**src/rtl/mlsio_pkg.sv**
```systemverilog
package mlsio_pkg;

  localparam int LANES  = 4;
  localparam int BYTE_W = 8;

  typedef enum logic [1:0] {
    LW_X1 = 2'd0,
    LW_X2 = 2'd1,
    LW_X4 = 2'd2
  } lane_w_e;

  typedef enum logic [2:0] {
    PH_CMD   = 3'd0,
    PH_ADDR  = 3'd1,
    PH_DUMMY = 3'd2,
    PH_RDATA = 3'd3,
    PH_WDATA = 3'd4,
    PH_SKIP  = 3'd5
  } phase_e;

  // index of the final serial beat of a byte at a given width
  function automatic logic [2:0] last_beat(lane_w_e w);
    case (w)
      LW_X1:   return 3'd7;
      LW_X2:   return 3'd3;
      default: return 3'd1;
    endcase
  endfunction

  // lanes that carry read data at a given width
  function automatic logic [LANES-1:0] lane_mask(lane_w_e w);
    case (w)
      LW_X1:   return 4'b0010;
      LW_X2:   return 4'b0011;
      default: return 4'b1111;
    endcase
  endfunction

endpackage

```
**src/rtl/mlsio_sync.sv**
```systemverilog
module mlsio_sync #(
  parameter int         WIDTH   = 6,
  parameter int         STAGES  = 2,
  parameter logic [WIDTH-1:0] RST_VAL = '0
) (
  input  logic             clk,
  input  logic             rst,
  input  logic [WIDTH-1:0] d,
  output logic [WIDTH-1:0] q,
  output logic [WIDTH-1:0] q_prev
);

  logic [STAGES-1:0][WIDTH-1:0] chain;

  always_ff @(posedge clk) begin
    if (rst) begin
      for (int i = 0; i < STAGES; i++) chain[i] <= RST_VAL;
      q_prev <= RST_VAL;
    end else begin
      chain[0] <= d;
      for (int i = 1; i < STAGES; i++) chain[i] <= chain[i-1];
      q_prev <= chain[STAGES-1];
    end
  end

  assign q = chain[STAGES-1];

endmodule

```
**src/rtl/mlsio_rx.sv**
```systemverilog
module mlsio_rx
  import mlsio_pkg::*;
(
  input  logic              clk,
  input  logic              rst,
  input  logic              active,
  input  logic              sck_rise,
  input  logic [LANES-1:0]  din,
  input  lane_w_e           lane_w,
  output logic [2:0]        beat,
  output logic              byte_done,
  output logic [BYTE_W-1:0] byte_val
);

  logic [BYTE_W-1:0] sh;
  logic [BYTE_W-1:0] sh_nxt;
  logic [2:0]        last;

  assign last = last_beat(lane_w);

  // MSB-first assembly; the highest-numbered active lane holds the higher bit
  always_comb begin
    case (lane_w)
      LW_X1:   sh_nxt = {sh[BYTE_W-2:0], din[0]};
      LW_X2:   sh_nxt = {sh[BYTE_W-3:0], din[1], din[0]};
      default: sh_nxt = {sh[BYTE_W-5:0], din[3:0]};
    endcase
  end

  always_ff @(posedge clk) begin
    if (rst || !active) begin
      beat      <= '0;
      sh        <= '0;
      byte_done <= 1'b0;
      if (rst) byte_val <= '0;
    end else begin
      byte_done <= 1'b0;
      if (sck_rise) begin
        sh <= sh_nxt;
        if (beat == last) begin
          beat      <= '0;
          byte_done <= 1'b1;
          byte_val  <= sh_nxt;
        end else begin
          beat <= beat + 3'd1;
        end
      end
    end
  end

  assert_done_on_boundary_R1: assert property (@(posedge clk) disable iff (rst)
    byte_done |-> (beat == 3'd0));

  assert_beat_in_range_R3: assert property (@(posedge clk) disable iff (rst)
    beat <= last);

endmodule

```
**src/rtl/mlsio_ctrl.sv**
```systemverilog
module mlsio_ctrl
  import mlsio_pkg::*;
#(
  parameter logic [7:0] OP_READ    = 8'h03,
  parameter logic [7:0] OP_DUAL    = 8'h3B,
  parameter logic [7:0] OP_QUAD    = 8'h38,
  parameter logic [7:0] OP_EXIT    = 8'hFF,
  parameter int         ADDR_BYTES = 2
) (
  input  logic              clk,
  input  logic              rst,
  input  logic              cs_s,
  input  logic              cs_fall,
  input  logic              byte_done,
  input  logic [BYTE_W-1:0] byte_val,
  output logic              active,
  output phase_e            phase,
  output lane_w_e           lane_w,
  output logic              rx_valid,
  output logic [BYTE_W-1:0] rx_data,
  output phase_e            rx_phase
);

  localparam int ACW = $clog2(ADDR_BYTES + 1);

  logic           armed;
  logic [ACW-1:0] addr_cnt;
  logic           is_rd;
  logic           is_mode_op;

  assign active     = armed && !cs_s;
  assign is_mode_op = (byte_val == OP_DUAL) || (byte_val == OP_QUAD) ||
                      (byte_val == OP_EXIT);

  // armed only by an observed select falling edge
  always_ff @(posedge clk) begin
    if (rst)          armed <= 1'b0;
    else if (cs_s)    armed <= 1'b0;
    else if (cs_fall) armed <= 1'b1;
  end

  // lane width: persists across deselect
  always_ff @(posedge clk) begin
    if (rst) begin
      lane_w <= LW_X1;
    end else if (active && byte_done && phase == PH_CMD) begin
      if (byte_val == OP_DUAL)      lane_w <= LW_X2;
      else if (byte_val == OP_QUAD) lane_w <= LW_X4;
      else if (byte_val == OP_EXIT) lane_w <= LW_X1;
    end
  end

  always_ff @(posedge clk) begin
    if (rst) begin
      rx_data <= '0;
    end else if (active && byte_done) begin
      rx_data <= byte_val;
    end
  end

  always_ff @(posedge clk) begin
    if (rst || !active) begin
      phase    <= PH_CMD;
      addr_cnt <= '0;
      is_rd    <= 1'b0;
      rx_valid <= 1'b0;
      rx_phase <= PH_CMD;
    end else begin
      rx_valid <= 1'b0;
      if (byte_done) begin
        case (phase)
          PH_CMD: begin
            rx_valid <= 1'b1;
            rx_phase <= PH_CMD;
            addr_cnt <= '0;
            is_rd    <= (byte_val == OP_READ);
            phase    <= is_mode_op ? PH_SKIP : PH_ADDR;
          end
          PH_ADDR: begin
            rx_valid <= 1'b1;
            rx_phase <= PH_ADDR;
            if (addr_cnt == ACW'(ADDR_BYTES - 1)) begin
              if (!is_rd)                phase <= PH_WDATA;
              else if (lane_w != LW_X1)  phase <= PH_DUMMY;
              else                       phase <= PH_RDATA;
            end else begin
              addr_cnt <= addr_cnt + 1'b1;
            end
          end
          PH_DUMMY: phase <= PH_RDATA;
          PH_WDATA: begin
            rx_valid <= 1'b1;
            rx_phase <= PH_WDATA;
          end
          default: ;
        endcase
      end
    end
  end

  assert_lane_changes_on_opcode_R6: assert property (@(posedge clk) disable iff (rst)
    !$stable(lane_w) |-> $past(byte_done && phase == PH_CMD));

  assert_deselect_restarts_R9: assert property (@(posedge clk) disable iff (rst)
    cs_s |=> (phase == PH_CMD) && !rx_valid);

  assert_strobe_phase_R12: assert property (@(posedge clk) disable iff (rst)
    rx_valid |-> (rx_phase == PH_CMD || rx_phase == PH_ADDR || rx_phase == PH_WDATA));

  assert_no_traffic_unarmed_R10: assert property (@(posedge clk) disable iff (rst)
    !armed |=> !rx_valid);

endmodule

```
**src/rtl/mlsio_tx.sv**
```systemverilog
module mlsio_tx
  import mlsio_pkg::*;
(
  input  logic              clk,
  input  logic              rst,
  input  logic              active,
  input  logic              sck_fall,
  input  phase_e            phase,
  input  logic [2:0]        beat,
  input  lane_w_e           lane_w,
  input  logic [BYTE_W-1:0] tx_byte,
  output logic [LANES-1:0]  sio_out,
  output logic [LANES-1:0]  sio_oe,
  output logic              tx_load
);

  logic [BYTE_W-1:0] sh;
  logic [BYTE_W-1:0] sh_shift;
  logic [BYTE_W-1:0] sh_nxt;
  logic [LANES-1:0]  lane_nxt;
  logic              boundary;

  assign boundary = (beat == 3'd0);

  always_comb begin
    case (lane_w)
      LW_X1:   sh_shift = sh << 1;
      LW_X2:   sh_shift = sh << 2;
      default: sh_shift = sh << 4;
    endcase
    sh_nxt = boundary ? tx_byte : sh_shift;
  end

  // per-lane source: the top bits of the next shift value
  for (genvar i = 0; i < LANES; i++) begin : g_lane
    always_comb begin
      case (lane_w)
        LW_X1:   lane_nxt[i] = (i == 1) ? sh_nxt[BYTE_W-1] : 1'b0;
        LW_X2:   lane_nxt[i] = (i < 2)  ? sh_nxt[BYTE_W-2+(i%2)] : 1'b0;
        default: lane_nxt[i] = sh_nxt[BYTE_W-4+i];
      endcase
    end
  end

  always_ff @(posedge clk) begin
    if (rst || !active) begin
      sh      <= '0;
      sio_out <= '0;
      sio_oe  <= '0;
      tx_load <= 1'b0;
    end else begin
      tx_load <= 1'b0;
      if (sck_fall && phase == PH_RDATA) begin
        sh      <= sh_nxt;
        sio_out <= lane_nxt;
        sio_oe  <= lane_mask(lane_w);
        tx_load <= boundary;
      end
    end
  end

  assert_oe_in_read_R11: assert property (@(posedge clk) disable iff (rst)
    (|sio_oe) |-> (phase == PH_RDATA));

  assert_oe_matches_width_R8: assert property (@(posedge clk) disable iff (rst)
    (|sio_oe) |-> (sio_oe == lane_mask(lane_w)));

  assert_deselect_hiz_R9: assert property (@(posedge clk) disable iff (rst)
    !active |=> (sio_oe == '0));

  assert_load_drives_R7: assert property (@(posedge clk) disable iff (rst)
    tx_load |-> (|sio_oe));

endmodule

```
**src/rtl/mlsio_front.sv**
```systemverilog
module mlsio_front
  import mlsio_pkg::*;
#(
  parameter int         SYNC_STAGES = 2,
  parameter logic [7:0] OP_READ     = 8'h03,
  parameter logic [7:0] OP_DUAL     = 8'h3B,
  parameter logic [7:0] OP_QUAD     = 8'h38,
  parameter logic [7:0] OP_EXIT     = 8'hFF,
  parameter int         ADDR_BYTES  = 2
) (
  input  logic       clk,
  input  logic       rst,
  input  logic       sck,
  input  logic       cs_n,
  input  logic [3:0] sio_in,
  output logic [3:0] sio_out,
  output logic [3:0] sio_oe,
  output logic [7:0] rx_data,
  output logic       rx_valid,
  output logic [2:0] rx_phase,
  input  logic [7:0] tx_byte,
  output logic       tx_load,
  output logic [1:0] lane_mode
);

  localparam int SW = LANES + 2;

  logic [SW-1:0]     s_q, s_p;
  logic              cs_s, sck_rise, sck_fall, cs_fall, active;
  logic [2:0]        beat;
  logic              byte_done;
  logic [BYTE_W-1:0] byte_val;
  phase_e            phase, rx_ph;
  lane_w_e           lane_w;

  mlsio_sync #(.WIDTH(SW), .STAGES(SYNC_STAGES), .RST_VAL('0)) u_sync (
    .clk(clk), .rst(rst), .d({cs_n, sck, sio_in}), .q(s_q), .q_prev(s_p)
  );

  assign cs_s     = s_q[SW-1];
  assign cs_fall  = !s_q[SW-1] &&  s_p[SW-1];
  assign sck_rise =  s_q[SW-2] && !s_p[SW-2];
  assign sck_fall = !s_q[SW-2] &&  s_p[SW-2];

  mlsio_ctrl #(
    .OP_READ(OP_READ), .OP_DUAL(OP_DUAL), .OP_QUAD(OP_QUAD),
    .OP_EXIT(OP_EXIT), .ADDR_BYTES(ADDR_BYTES)
  ) u_ctrl (
    .clk(clk), .rst(rst), .cs_s(cs_s), .cs_fall(cs_fall),
    .byte_done(byte_done), .byte_val(byte_val), .active(active),
    .phase(phase), .lane_w(lane_w), .rx_valid(rx_valid),
    .rx_data(rx_data), .rx_phase(rx_ph)
  );

  mlsio_rx u_rx (
    .clk(clk), .rst(rst), .active(active), .sck_rise(sck_rise),
    .din(s_q[LANES-1:0]), .lane_w(lane_w), .beat(beat),
    .byte_done(byte_done), .byte_val(byte_val)
  );

  mlsio_tx u_tx (
    .clk(clk), .rst(rst), .active(active), .sck_fall(sck_fall),
    .phase(phase), .beat(beat), .lane_w(lane_w), .tx_byte(tx_byte),
    .sio_out(sio_out), .sio_oe(sio_oe), .tx_load(tx_load)
  );

  assign rx_phase  = rx_ph;
  assign lane_mode = lane_w;

endmodule

```
**config.mk**
```make
export PLATFORM = sky130hd
export DESIGN_NAME = mlsio_front
export DESIGN_NICKNAME = d
export VERILOG_FILES = /design/src/rtl/mlsio_pkg.sv /design/src/rtl/mlsio_sync.sv /design/src/rtl/mlsio_rx.sv /design/src/rtl/mlsio_ctrl.sv /design/src/rtl/mlsio_tx.sv /design/src/rtl/mlsio_front.sv
export SDC_FILE = /design/constraint.sdc
export NUM_CORES = 1
export LEC_CHECK = 0
export BUFFER_PORTS_ARGS = -buffer_cell sky130_fd_sc_hd__buf_2
export CAP_MARGIN = 20
export CORE_UTILIZATION = 57
export CTS_CLUSTER_DIAMETER = 100
export DETAILED_ROUTE_END_ITERATION = 7
export GPL_TIMING_DRIVEN = 0
export PLACE_DENSITY = 0.79
export RECOVER_POWER = 50
export SLEW_MARGIN = 20
export SYNTH_ARGS = -nofsm -noshare
export SYNTH_HDL_FRONTEND = slang
export SYNTH_SLANG_ARGS = --single-unit
```
**constraint.sdc**
```tcl
create_clock -name clk -period 2.4 [get_ports clk]
set_clock_uncertainty 0.2 [all_clocks]
set_input_delay 0.12 -clock clk [delete_from_list [all_inputs] [get_ports clk]]
set_output_delay 0.12 -clock clk [all_outputs]
set_load 0.005 [all_outputs]
```
[Yosys cells after proc, flatten, opt, wreduce, memory -nomap -nowiden]
Index checks and enable logic that the tools add are counted.
Storage, ports and cells
  register bits: 74
  bits of input ports: 16
  output and inout bits: 23
  word-level logic and storage cells: 101
Cells by class
  add/subtract/negate cells: 2
  equal/unequal tests: 14
  mux-type cells: 27
  bitwise gates (word level): 3
  reduce and logical (&&, ||, !) cells: 36
Operator list (number)
  $mux 8: 5
  $pmux 8 s2: 2
  $pmux 3 s3: 2
  $eq 8x6->1 const B: 2
  $mux 3: 4
  $reduce_or 2->1: 5
  $reduce_and 3->1: 3
  $reduce_bool 3->1: 3
  $eq 8x2->1 const B: 1
  $eq 8x8->1 const B: 1
  $mux 2: 4
  $pmux 4 s2: 1
  $reduce_bool 2->1: 4
  $logic_and 1x1->1: 7
  $eq 3x2->1 const B: 2
  $logic_not 3->1: 2
  $mux 1: 6
  $pmux 3 s2: 1
  $reduce_and 2->1: 3
  $eq 2x1->1 const B: 2
  $logic_not 1->1: 4
  $ne 2x2->1 const B: 2
  $pmux 2 s2: 1
  $add 3x1->3 const B: 1
  10 further kinds: 14

[Logic depth before layout (Yosys ltp)]
  depth in word-level cells: 6
  depth in mapped cells: 7
  mapped depth without buffers: 6

[By module]
A second synthesis with hierarchy kept.
Second synthesis, totals
  cells, all modules: 327
  area total of the unflattened synthesis: 3273.1 µm²
By module, submodules not included
  mlsio_rx: instances 1, cells each 82, area an instance 953.4 µm², sequential area each 460.4 µm²
  mlsio_ctrl: instances 1, cells each 103, area an instance 925.9 µm², sequential area each 400.4 µm²
  mlsio_tx: instances 1, cells each 96, area an instance 838.3 µm², sequential area each 300.3 µm²
  mlsio_sync: instances 1, cells each 43, area an instance 534.3 µm², sequential area each 360.3 µm²
  mlsio_front: instances 1, cells each 3, area an instance 21.3 µm², sequential area each 0.0 µm²

[Worst setup path before layout]
OpenSTA, ideal clock, no wires.
  path kind: register to register
  from: register u_rx.beat[0]
  to: register u_tx.sio_out[0]
  library setup time: 0.132 ns
  arrival: 1.575 ns
  required time: 2.068 ns
  setup slack: 0.493 ns
  cell stages (with the launch flop): 8
  buffers on the path: 1
  clock period less this slack: 1.907 ns
  cells stage by stage: dfxtp_1 inv_1 ha_1 nor2b_1 buf_2 mux2_2 a221oi_2 nor3_1
Between the ends
  word-level cells in the longest chain between the ends: 3
Ends and longest elaborated chain
  start: declaration: RTL line mlsio_rx.sv:10  | output logic [2:0] beat,
  start signal: assignment: RTL line mlsio_rx.sv:45  | beat <= beat + 3'd1;
  $logic_not 3->1: RTL line mlsio_tx.sv:23  | assign boundary = (beat == 3'd0);
  $mux 8: RTL line mlsio_tx.sv:31  | sh_nxt = boundary ? tx_byte : sh_shift;
  $pmux 1 s2: RTL line mlsio_tx.sv:37  | case (lane_w)
  end signal: assignment: RTL line mlsio_tx.sv:55  | sio_out <= lane_nxt;
  end: declaration: RTL line mlsio_tx.sv:12  | output logic [LANES-1:0] sio_out,
No other way between the ends.
A chain may end at the register's enable or synchronous reset.

[Worst setup path in the final report]
  from: register u_ctrl.lane_w[1]
  to: register u_rx.byte_val[1] (enable)
Between the ends
  word-level cells in the longest chain between the ends: 5
  elaborated cells between the ends (all ways): 6
  those cells by class: eq/ne (2); mux (1); reduce/logical (3)
Ends and longest elaborated chain
  start: declaration: RTL line mlsio_ctrl.sv:18  | output lane_w_e lane_w,
  start signal: assignment: RTL line mlsio_ctrl.sv:45  | lane_w <= LW_X1;
  start signal: assignment: RTL line mlsio_ctrl.sv:47  | if (byte_val == OP_DUAL) lane_w <= LW_X2;
  start signal: assignment: RTL line mlsio_ctrl.sv:48  | else if (byte_val == OP_QUAD) lane_w <= LW_X4;
  $eq 2x1->1 / $logic_not 2->1 (equally long branches): RTL line mlsio_pkg.sv:23  | case (w)
  $pmux 3 s2 *: RTL line mlsio_pkg.sv:23
  $eq 3x3->1 *: RTL line mlsio_rx.sv:40  | if (beat == last) begin
  $reduce_bool 2->1 (no line) *
  $reduce_and 3->1 (no line) *
  end signal: assignment: RTL line mlsio_rx.sv:43  | byte_val <= sh_nxt;
  end: declaration: RTL line mlsio_rx.sv:12  | output logic [BYTE_W-1:0] byte_val
Every way passes the cells marked *; elsewhere a longest branch is shown, timed or not.

==> flow_summary.yaml <==
cells_and_area:
  drive_gt1_frac: 0.137
  fill_cells: 374
  antennaDiodeCount: 0
  post-route-util: 0.730
  area_growth_pct: 20.2
  nets: 402
pwr:
  power_per_cell_area_nw_per_um2: 609
  p_int_uw: 1680
  p_switching_uw: 470
  clkPwrFrac: 0.418
  max-vdd-ir-drop_uv: 460
  power.leakage_uw: 0.00129
  combPwrFrac: 0.038
  seqPwrFrac: 0.544
  switching_share: 0.218
  power_uw: 2150
timing:
  fmax_ghz: 0.458
  period_minus_slack_ps: 2180
  slew_headroom: 0.577
  rsz0062_at_grt: "no"
  setup_viol: 0
  finalHoldViolCount: 0
  whs_ps: 73.8
  drv_slew: 0
  tns_ps: 0
  worst_slew_pin_slew_ps: 635
  finalCritPeriodShare: 0.910
cts:
  cts.root.buffer_cell: "clkbuf_8"
  h-tree-depth: 3
  cts_tree: "done"
  cts_sinks: 68
  post-cts-setup-buffer-count: 0
  clockBufferDepth: 2
  clk_pin_slew_worst_paths_ps: 70
  postCtsResizedCells: 0
  postCtsHoldBufs: 17
  clkLatencyLatePin_ps: 330
  cts_buffers: 9
setup_path:
  worst-path-max-fanout: 10
  path_cells: "clkbuf_1, inv_1, a41oi_1, nor2_1, a21o_1"
  start_kind: "register"
  cp-end-kind: "register"
  r2r_cells: 5
  cp_slowest_stage_delay_ps: 430
  required_ps: 2250
  cpMaxStageDelayCell: "a41oi_1"
  crit_type: "reg -> reg"
  arrival_ps: 2040
detailed_routing:
  finalWirelength_microns: 6270
  wl_per_cell_microns: 13.8
  num_vias: 2413
  drt_pre_antenna_iters: 4
  ant_nets: 0
  drtIter0Drc: 139
  viasPerCell: 5.30
  drc: 0
placed_design:
  gp_congestion: 0.884
  port_buffers: 37
  dp_hpwl_microns: 4200
global_route:
  grt_overflow: 0
  met3_usage: 0.0494
  antenna_found_initial: 0
  grt_pass1_vias: 2305
  gr-usage-met2: 0.405
  use_met1: 0.325
  grtUsageTotal: 0.255
  grt_pass1_wl_microns: 10300
  grt_max_degree: 13
  busiest_layer: "met2"
logic_synthesis:
  seq_area_frac_synth: 0.490
  synthFlopType: "dfxtp_1"
  ys_ff_latch: 68
  synthTopCellsByArea: "dfxtp_1, mux2i_1, edfxtp_1"
  synth_top_area_cell: "dfxtp_1"
  async_reset_ff_frac: 0
  synth_top_area_frac: 0.408
  syn-num-nets: 337
  syn_area_sq_um: 2940
  ys_warn_count: 0
  synth_cells: 318
  ys_types: 45
  synth-edff-count: 8
  syn_area_per_cell_sq_um: 9.25
die:
  rows: 25
  die_w_microns: 73.9
  ios: 39
  die-area_sq_um: 5450
  die_h_microns: 73.9
  core_area_sq_um: 4850
  floorplan.initialDensity: 0.607
hold_path:
  hp-class: "in -> reg"
  worstHoldPathCells: 4
run_status:
  status: "finished clean"
flow_run:
  maxCapViolations: 0
-- kinds of logic (layout without fill, tap and decap cells) --
group	count (synthesis)	after routing	synth area share
buffers and inverters	26	96	0.0408
adders and majority gates	3	3	0.0128
AOI/OAI and AO/OA	48	48	0.0982
muxes	30	30	0.108
DFF	68	68	0.490
xor gates and xnor gates	2	2	0.00595
other	1	1	0.00127
and+or+nand+nor	140	140	0.243
-- metal layers --
layer | routed length (microns) | up-vias | part of all wire
li1 | - | 1215 | -
met1 | 2920 | 1126 | 0.47
met2 | 3070 | 64 | 0.49
met3 | 219 | 8 | 0.035
met4 | 68 | 0 | 0.011
met5 | 0 | - | 0
-- worst paths after layout --
path,to,start,slack (ps)
worst max-delay path,u_rx.byte_val[1],u_ctrl.lane_w[1],220
worst min-delay path,u_tx.sio_out[3],tx_byte[7],70
worst max register to register,u_rx.byte_val[1],u_ctrl.lane_w[1],220
worst min register to register,u_sync.q[5],u_sync.chain[5],240
-- layout by cell type, fill, tap and decap left out, types with 2 or more instances in the layout --
cell type      instances
a211oi_1               8
a21oi_1               20
and2_1                 3
buf_1                  4
buf_2                 23
buf_4                  2
clkbuf_1              27
clkbuf_8               9
clkinv_2               4
clkinv_4               2
dfxtp_1               60
dlygate4sd3_1         17
edfxtp_1               8
ha_1                   3
inv_1                  5
mux2_2                 4
mux2i_1               24
nand2_1               35
nand2b_1               5
nand3_1                8
nor2_1                38
nor2b_1               22
nor3_1                14
nor3b_1                2
nor4_1                 2
o21ai_0               14
-- power groups by stage --
stage               Sequential [uW]  Clock, uW  Combinational, uW
floorplan                      1200          0               35.4
global placement               1200          0               57.4
detailed placement             1200          0               58.7
CTS                            1170        918               79.9
global route                   1170        976               88.5
finish                         1170        901               80.8
-- critical path: cells and delay by family (launching register included) --
kind	cells	cell delay, ps
AO/OA/AOI/OAI	2	740
AND/OR/NAND/NOR	1	100
buffers and inverters	2	470
flip-flops	1	400
-- registers in the layout, summed over array words and instances (netlist names), 3 cells and up --
register        flops
u_ctrl.phase        3
u_ctrl.rx_data      8
u_rx.beat           3
u_rx.byte_val       8
u_rx.sh             7
u_sync.chain        6
u_sync.q            6
u_tx.sh             7
u_tx.sio_oe         3
u_tx.sio_out        4
-- cell usage after synthesis, types with 2 or more instances --
master,number
dfxtp_1,60
nor2_1,38
nand2_1,35
mux2i_1,24
nor2b_1,22
a21oi_1,20
nor3_1,14
o21ai_0,14
clkbuf_1,12
a211oi_1,8
edfxtp_1,8
nand3_1,8
inv_1,5
nand2b_1,5
mux2_2,4
and2_1,3
buf_2,3
buf_4,3
ha_1,3
buf_1,2
nor3b_1,2
nor4_1,2
-- final cells by class --
class | count | area [sq um] | share of cell area
clock buffers | 9 | 124 | 0.0350
well taps | 67 | 83.8 | 0.0237
plain buffers | 21 | 101 | 0.0287
clock inverters | 7 | 67.6 | 0.0191
flip-flops and latches | 68 | 1440 | 0.407
repair buffers | 54 | 334 | 0.0944
multi-input cells | 224 | 1370 | 0.386
inverters | 5 | 18.8 | 0.00531
-- metrics by stage --
step | setup slack, ps | area [sq um] | std cells
6_report | 217 | 3540 | 455
2_1_floorplan | 493 | 2940 | 318
5_1_grt | 74.5 | 3540 | 455
3_5_place_dp | 286 | 3210 | 422
4_1_cts | 254 | 3570 | 455
3_3_place_gp | 307 | 3210 | 422
Power figures use the tool's default switching activity.
